<file path="config.mk">
export PLATFORM = sky130hd
export DESIGN_NAME = i2c_tgt
export DESIGN_NICKNAME = d
export VERILOG_FILES = /design/src/rtl/i2c_tgt_pkg.sv /design/src/rtl/i2c_tgt_edge.sv /design/src/rtl/i2c_tgt_match.sv /design/src/rtl/i2c_tgt_core.sv /design/src/rtl/i2c_tgt.sv
export SDC_FILE = /design/constraint.sdc
export NUM_CORES = 1
export LEC_CHECK = 0
export BUFFER_PORTS_ARGS = -buffer_cell sky130_fd_sc_hd__clkbuf_2
export CELL_PAD_IN_SITES_DETAIL_PLACEMENT = 0
export CELL_PAD_IN_SITES_GLOBAL_PLACEMENT = 1
export CORE_MARGIN = 4
export CORE_UTILIZATION = 43
export CTS_CLUSTER_SIZE = 25
export DETAILED_ROUTE_END_ITERATION = 10
export PLACE_DENSITY_LB_ADDON = 0.1
export SETUP_SLACK_MARGIN = 0.3
export SYNTH_ARGS = -nofsm -noshare
export SYNTH_HDL_FRONTEND = slang
export SYNTH_SLANG_ARGS = --single-unit
</file>
<file path="constraint.sdc">
create_clock -name clk -period 5.65 [get_ports clk]
set_clock_uncertainty 0.2 [all_clocks]
set_input_delay 0.2825 -clock clk [delete_from_list [all_inputs] [get_ports clk]]
set_output_delay 0.2825 -clock clk [all_outputs]
set_load 0.02 [all_outputs]
</file>
<file path="src/rtl/i2c_tgt_pkg.sv">
package i2c_tgt_pkg;
  localparam int BYTE_W = 8;

  typedef enum logic [1:0] {
    EV_ADDR = 2'd0,
    EV_RX   = 2'd1,
    EV_TX   = 2'd2
  } ev_t;

  typedef enum logic [2:0] {
    PH_IDLE, PH_ADDR, PH_HOLD, PH_ACK, PH_RX, PH_TX, PH_TXACK, PH_SKIP
  } phase_t;

  // A slot hits when enabled and every unmasked address bit agrees.
  function automatic logic slot_hit(input logic [BYTE_W-1:0] cfg,
                                    input logic [BYTE_W-1:0] mask,
                                    input logic [BYTE_W-1:0] rx);
    logic [BYTE_W-1:0] diff;
    diff = (rx ^ cfg) & ~mask & {{(BYTE_W-1){1'b1}}, 1'b0};
    return (cfg[0] == 1'b0) && (diff == '0);
  endfunction
endpackage

</file>
<file path="src/rtl/i2c_tgt_edge.sv">
module i2c_tgt_edge (
  input  logic clk,
  input  logic rst_n,
  input  logic scl_i,
  input  logic sda_i,
  output logic sda_q,
  output logic ev_rise,
  output logic ev_fall,
  output logic ev_start,
  output logic ev_stop
);
  logic scl_q, scl_p, sda_p;

  always_ff @(posedge clk or negedge rst_n) begin
    if (!rst_n) begin
      scl_q <= 1'b1; scl_p <= 1'b1;
      sda_q <= 1'b1; sda_p <= 1'b1;
    end else begin
      scl_q <= scl_i; scl_p <= scl_q;
      sda_q <= sda_i; sda_p <= sda_q;
    end
  end

  assign ev_rise  = scl_q & ~scl_p;
  assign ev_fall  = ~scl_q & scl_p;
  assign ev_start = scl_q & scl_p & sda_p & ~sda_q;
  assign ev_stop  = scl_q & scl_p & ~sda_p & sda_q;
endmodule

</file>
<file path="src/rtl/i2c_tgt_match.sv">
module i2c_tgt_match #(
  parameter int NUM_SLOTS = 4,
  localparam int IW = (NUM_SLOTS > 1) ? $clog2(NUM_SLOTS) : 1
) (
  input  logic [NUM_SLOTS*8-1:0] slot_addr,
  input  logic [7:0]             qual_mask,
  input  logic [7:0]             rx_byte,
  output logic                   hit,
  output logic [IW-1:0]          hit_idx
);
  import i2c_tgt_pkg::*;
  logic [NUM_SLOTS-1:0] hits;

  for (genvar s = 0; s < NUM_SLOTS; s++) begin : g_slot
    if (s == 0) begin : g_masked
      assign hits[s] = slot_hit(slot_addr[8*s +: 8], qual_mask, rx_byte);
    end else begin : g_plain
      assign hits[s] = slot_hit(slot_addr[8*s +: 8], 8'h00, rx_byte);
    end
  end

  always_comb begin
    hit_idx = '0;
    for (int s = NUM_SLOTS - 1; s >= 0; s--)
      if (hits[s]) hit_idx = IW'(s);
  end
  assign hit = |hits;
endmodule

</file>
<file path="src/rtl/i2c_tgt_core.sv">
module i2c_tgt_core #(
  parameter int IW = 2
) (
  input  logic          clk,
  input  logic          rst_n,
  input  logic          sda_q,
  input  logic          ev_rise,
  input  logic          ev_fall,
  input  logic          ev_start,
  input  logic          ev_stop,
  input  logic          hit,
  input  logic [IW-1:0] hit_idx,
  input  logic          ctl_cont,
  input  logic          ctl_nack,
  input  logic          dat_wr,
  input  logic [7:0]    dat_wdata,
  output logic [7:0]    rx_byte,
  output logic          scl_oe,
  output logic          sda_oe,
  output logic          pend,
  output logic [1:0]    slv_state,
  output logic [IW-1:0] match_idx,
  output logic [7:0]    dat_rdata
);
  import i2c_tgt_pkg::*;
  phase_t     ph;
  logic [3:0] cnt;
  logic [7:0] tx_sh;
  logic       rw, go_tx, mack;
  logic       ctl_any;

  assign ctl_any = ctl_cont | ctl_nack;

  always_ff @(posedge clk or negedge rst_n) begin
    if (!rst_n) begin
      ph <= PH_IDLE; cnt <= '0; rx_byte <= '0; tx_sh <= '0;
      rw <= 1'b0; go_tx <= 1'b0; mack <= 1'b0;
      scl_oe <= 1'b0; sda_oe <= 1'b0; pend <= 1'b0;
      slv_state <= EV_ADDR; match_idx <= '0; dat_rdata <= '0;
    end else if (ev_start) begin
      ph <= PH_ADDR; cnt <= '0; pend <= 1'b0;
      scl_oe <= 1'b0; sda_oe <= 1'b0;
    end else if (ev_stop) begin
      ph <= PH_IDLE; pend <= 1'b0;
      scl_oe <= 1'b0; sda_oe <= 1'b0;
    end else begin
      unique case (ph)
        PH_ADDR, PH_RX: begin
          if (ev_rise) begin
            rx_byte <= {rx_byte[6:0], sda_q};
            cnt     <= cnt + 4'd1;
          end else if (ev_fall && cnt == 4'd8) begin
            if (ph == PH_RX || hit) begin
              dat_rdata <= rx_byte;
              pend      <= 1'b1;
              scl_oe    <= 1'b1;
              ph        <= PH_HOLD;
              if (ph == PH_ADDR) begin
                slv_state <= EV_ADDR;
                match_idx <= hit_idx;
                rw        <= rx_byte[0];
              end else begin
                slv_state <= EV_RX;
              end
            end else begin
              ph <= PH_SKIP;
            end
          end
        end
        PH_HOLD: begin
          if (dat_wr && slv_state == EV_TX) dat_rdata <= dat_wdata;
          if (ctl_any) begin
            pend   <= 1'b0;
            scl_oe <= 1'b0;
            if (ctl_nack) begin
              ph <= PH_SKIP;
            end else if (slv_state == EV_TX) begin
              tx_sh  <= dat_rdata;
              sda_oe <= ~dat_rdata[7];
              cnt    <= '0;
              ph     <= PH_TX;
            end else begin
              sda_oe <= 1'b1;
              go_tx  <= (slv_state == EV_ADDR) && rw;
              ph     <= PH_ACK;
            end
          end
        end
        PH_ACK: begin
          if (ev_fall) begin
            sda_oe <= 1'b0;
            cnt    <= '0;
            if (go_tx) begin
              pend <= 1'b1; slv_state <= EV_TX; scl_oe <= 1'b1; ph <= PH_HOLD;
            end else begin
              ph <= PH_RX;
            end
          end
        end
        PH_TX: begin
          if (ev_fall) begin
            if (cnt == 4'd7) begin
              sda_oe <= 1'b0;
              ph     <= PH_TXACK;
            end else begin
              tx_sh  <= {tx_sh[6:0], 1'b0};
              sda_oe <= ~tx_sh[6];
              cnt    <= cnt + 4'd1;
            end
          end
        end
        PH_TXACK: begin
          if (ev_rise) mack <= ~sda_q;
          else if (ev_fall) begin
            if (mack) begin
              pend <= 1'b1; slv_state <= EV_TX; scl_oe <= 1'b1; ph <= PH_HOLD;
            end else begin
              ph <= PH_SKIP;
            end
          end
        end
        default: ;
      endcase
    end
  end
endmodule

</file>
<file path="src/rtl/i2c_tgt.sv">
module i2c_tgt #(
  parameter int NUM_SLOTS = 4,
  localparam int IW = (NUM_SLOTS > 1) ? $clog2(NUM_SLOTS) : 1
) (
  input  logic                   clk,
  input  logic                   rst_n,
  input  logic                   scl_i,
  input  logic                   sda_i,
  output logic                   scl_oe,
  output logic                   sda_oe,
  input  logic [NUM_SLOTS*8-1:0] slot_addr,
  input  logic [7:0]             qual_mask,
  input  logic                   ctl_cont,
  input  logic                   ctl_nack,
  input  logic                   dat_wr,
  input  logic [7:0]             dat_wdata,
  output logic                   pend,
  output logic [1:0]             slv_state,
  output logic [IW-1:0]          match_idx,
  output logic [7:0]             dat_rdata
);
  logic          sda_q, ev_rise, ev_fall, ev_start, ev_stop;
  logic          hit;
  logic [IW-1:0] hit_idx;
  logic [7:0]    rx_byte;

  i2c_tgt_edge u_edge (
    .clk(clk), .rst_n(rst_n), .scl_i(scl_i), .sda_i(sda_i), .sda_q(sda_q),
    .ev_rise(ev_rise), .ev_fall(ev_fall), .ev_start(ev_start), .ev_stop(ev_stop)
  );

  i2c_tgt_match #(.NUM_SLOTS(NUM_SLOTS)) u_match (
    .slot_addr(slot_addr), .qual_mask(qual_mask), .rx_byte(rx_byte),
    .hit(hit), .hit_idx(hit_idx)
  );

  i2c_tgt_core #(.IW(IW)) u_core (
    .clk(clk), .rst_n(rst_n), .sda_q(sda_q), .ev_rise(ev_rise), .ev_fall(ev_fall),
    .ev_start(ev_start), .ev_stop(ev_stop), .hit(hit), .hit_idx(hit_idx),
    .ctl_cont(ctl_cont), .ctl_nack(ctl_nack), .dat_wr(dat_wr), .dat_wdata(dat_wdata),
    .rx_byte(rx_byte), .scl_oe(scl_oe), .sda_oe(sda_oe), .pend(pend),
    .slv_state(slv_state), .match_idx(match_idx), .dat_rdata(dat_rdata)
  );
endmodule

</file>
==> results by group <==
Synthesis
  – Synth Cell Area: 2710 um^2
  – Synthesized area per cell: 9.64 um^2
  – Async SR Flop Fraction: 100%
  – Distinct cells, synth: 53
  – Area share of the largest cell type after synthesis: about 36%
  – Sequential element share of the synthesized area: 39.9%
  – Synth Register Bits: between 40 and 50
  – Synth top area cells: dfrtp_1 (36%), mux2_2 (11%), xor2_1 (5.8%)
  – Post-Syn Instances: about 280
  – EDFF count, synth: 0
  – Synth Warn #: 0
  – Main flop type after synthesis: dfrtp_1
  – Net count after synthesis: ~340
  – Yosys top cell by area: dfrtp_1

Clock network
  – CTS H-tree depth: 2
  – Total CTS buffers: 5
  – CTS tree: built
  – CTS Sinks: 43
  – Cts repair resizes: 0
  – Clock transition at path regs: 0.09 ns
  – Post-CTS Setup Repair Bufs: 0
  – Worst skew pair latency: between 0.2 and 0.3 ns
  – Clk buf depth: 2
  – Root Buffer: clkbuf_8

Worst setup path
  – Reg2reg end: u_core.cnt[0]
  – CP cell instances: inv_1 -> nand3_1 -> o22ai_1 -> o21ai_0 -> nand3_1 -> mux2_2
  – Worst path bufs/invs: 1
  – Startpoint types: flip-flop
  – Family with the most delay on the worst path: simple AND/OR/NAND/NOR gates
  – CP Class: reg -> reg
  – Critical path depth in cells: 6
  – Critical Path Most Common Cell: nand3_1
  – Required @ worst endpoint: 5.64 ns
  – CP max stage delay: 0.53 ns
  – Crit. End Element: flip-flop
  – FF-to-FF Start: u_core.ph[1]
  – Worst-case reg-to-reg path depth: 6
  – Reg2reg setup slack: 2.86 ns
  – Arr. time, crit path: 2.78 ns
  – Crit-path max FO: 13
  – CP max stage cell: dfrtp_1

Cells and area
  – Final nets: 400
  – Area Overhead vs Synth: 18.7%
  – Layout cells sized above 1: approximately a third
  – # diodes: 0
  – Cell Count, Final, Fillers Out: 419
  – Footprint of the multi-input gates: between 1500 and 2000 um^2
  – Final core area utilization: 53.3%
  – Fill count: about 590
  – Reg area: 1080 um^2

Die
  – Die ar.: ~7600 um^2
  – I/O pins: 70
  – Core box area: around 6000 um^2
  – Rows: 28
  – Die Y: about 87 um
  – Initial core utilization: between 40% and 50%
  – Die W: 87.4 um

Pwr
  – Power Density: 474 nW/um^2
  – Static leakage: between 1.5 and 2 nW
  – IR drop worst, VDD: 0.235 mV

Detailed routing
  – Via Count: 2,337
  – Post-DRT Antenna Nets: 0
  – Total detailed-routing wirelength: 6.83 mm
  – DRT Pass-1 Iters: 4
  – Post-DR wirelength/cell: 16.3 um
  – Iteration-0 DRC Markers: 121
  – # DRC: 0
  – Via density: 5.58

Run status
  – Violated checks: negative hold slack
  – Run status: finished, violations left

GRT
  – Initial antenna violation count: 0
  – GRT Max-Usage Layer: met2
  – Met3 Use GR: 3.50%
  – Global Route Usage Sum: about a fifth
  – Met1 GRT Util: 26.7%
  – Met2 usage: 29.3%
  – Vias in the first global route: 2,154
  – Grt ovf: 0
  – First-pass GRT wire length: around 11 mm
  – Largest net degree at the start of global routing: 44

Timing
  – Fin crit period: 2.79 ns
  – Max Fclk: 358 MHz
  – TNS Setup: 0 ns
  – Min Hold Slack: -0.0340 ns
  – Slew Limit Headroom: between 20% and 30%
  – Final period util: between 40% and 50%
  – Final Max Slew Viols: 0
  – Setup Viol. Count Final: 0
  – Unrepaired setup endpoints after global routing: no
  – Slew @ Worst Pin: 1.07 ns
  – Final Hold Viols: 39

Placed design
  – GPL Wtd Cong: 0.803
  – PortBufs: 68
  – DPL Wire Length: 5.11 mm
  – Post-Place Cells: 409

Job
  – Maxcap violations: 0

Hold path
  – Worst hold path class: in -> async
-- per-layer routing --
layer / up-vias / routed length (um) / share of wire, %
li1: 1136 / - / -
met2: 59 / 3430 / 50
met4: 0 / 61 / 0.89
met3: 6 / 294 / 4.3
met1: 1136 / 3040 / 45
met5: - / 0 / 0
-- what timing repair did --
item	in CTS	in global routing
endpoints found under the setup margin	0	0
endpoints found under the hold margin	2	0
hold buffers	2	0
-- where the power goes --
| part | leakage, nW | total (mW) | switching, mW | internal [mW] |
|---|---|---|---|---|
| sequential | 0.545 | 0.567 | 0.152 | 0.415 |
| combinational | 0.917 | 0.701 | 0.377 | 0.324 |
| clock | 0.0618 | 0.256 | 0.111 | 0.145 |
| total | 1.52 | 1.52 | 0.640 | 0.884 |
-- registers in the layout, summed over array words and instances, names as in the netlist, 2 cells and up --
register,count
u_core.dat_rdata,8
u_core.tx_sh,7
u_core.slv_state,2
u_core.match_idx,2
u_core.rx_byte,8
u_core.cnt,4
u_core.ph,3
-- metrics by stage --
stage,hold slack [ns],instance area (um^2),power (mW),setup WS (ns)
final,-0.0340,3210,1.52,2.86
after global routing,0.0594,3210,1.65,2.60
after CTS,0.00848,3210,1.54,2.91
after detailed placement,0.171,3070,1.27,2.92
after global placement,0.171,3070,1.27,2.89
after floorplan,-0.213,2710,1.09,3.40
-- final cells by class --
cell class                      count  area share [%]
Clock buffer                        6            2.57
Clock inverter                      2            1.21
Inverter                            6           0.701
Multi-Input combinational cell    215            47.3
Sequential cell                    43            33.6
Tap cell                           75            2.92
Timing Repair Buffer               72            11.7
-- placed cells by master (no fill, tap or decap), types with 2 or more instances in the layout --
cell type / synthesis / layout
o22a_1: 2 / 2
nor2b_1: 4 / 4
xor2_1: 18 / 18
o2111ai_1: 2 / 2
nor4_1: 7 / 7
o21a_1: 2 / 2
o211a_1: 2 / 2
a21oi_1: 15 / 15
o21ai_0: 15 / 15
a22oi_1: 2 / 2
clkbuf_2: 0 / 68
mux2i_1: 6 / 6
dlygate4sd3_1: 0 / 2
a31oi_1: 3 / 3
nor2_1: 29 / 29
o32ai_1: 3 / 3
o2bb2ai_1: 2 / 2
inv_1: 5 / 5
nor3_1: 2 / 2
buf_4: 1 / 2
xnor2_1: 13 / 13
clkbuf_8: 0 / 6
dfstp_2: 4 / 4
mux2_2: 27 / 27
a211oi_1: 2 / 2
nand3_1: 11 / 11
o31ai_1: 2 / 2
ha_1: 2 / 2
dfrtp_1: 39 / 39
nand2_1: 16 / 16
nand2b_1: 2 / 2
and2_1: 4 / 4
o22ai_1: 4 / 4
-- cell usage after synthesis (all sizes together), types with 3 or more instances --
cell type / count
dfrtp: 39
nor2: 29
mux2: 27
xor2: 18
nand2: 16
a21oi: 15
o21ai: 15
xnor2: 13
nand3: 12
buf: 11
nor4: 7
clkbuf: 6
mux2i: 6
inv: 5
and2: 4
dfstp: 4
nor2b: 4
o22ai: 4
a31oi: 3
o32ai: 3
-- worst max-delay path by stage --
stage	startpoint	endpoint
2_1_floorplan	u_core.rx_byte[6]	u_core.dat_rdata[0]
3_3_place_gp	u_core.ph[1]	u_core.cnt[0]
3_5_place_dp	u_core.ph[1]	u_core.cnt[0]
4_1_cts	u_core.ph[1]	u_core.cnt[0]
5_1_grt	u_core.ph[1]	u_core.cnt[0]
6_report	u_core.ph[1]	u_core.cnt[0]
-- kinds of logic (layout without fill, tap and decap cells) --
kind of cell	after synthesis	in the layout	synth area share (%)
AND/OR/NAND/NOR	85	85	16.0
adder cells (fa/ha/maj)	2	2	0.924
flip-flops	43	43	39.9
AO/OA/AOI/OAI	64	64	15.7
XOR/XNOR	31	31	10.0
buffers and inverters	23	86	3.97
multiplexers	33	33	13.4
Power figures use the tool's default switching activity.
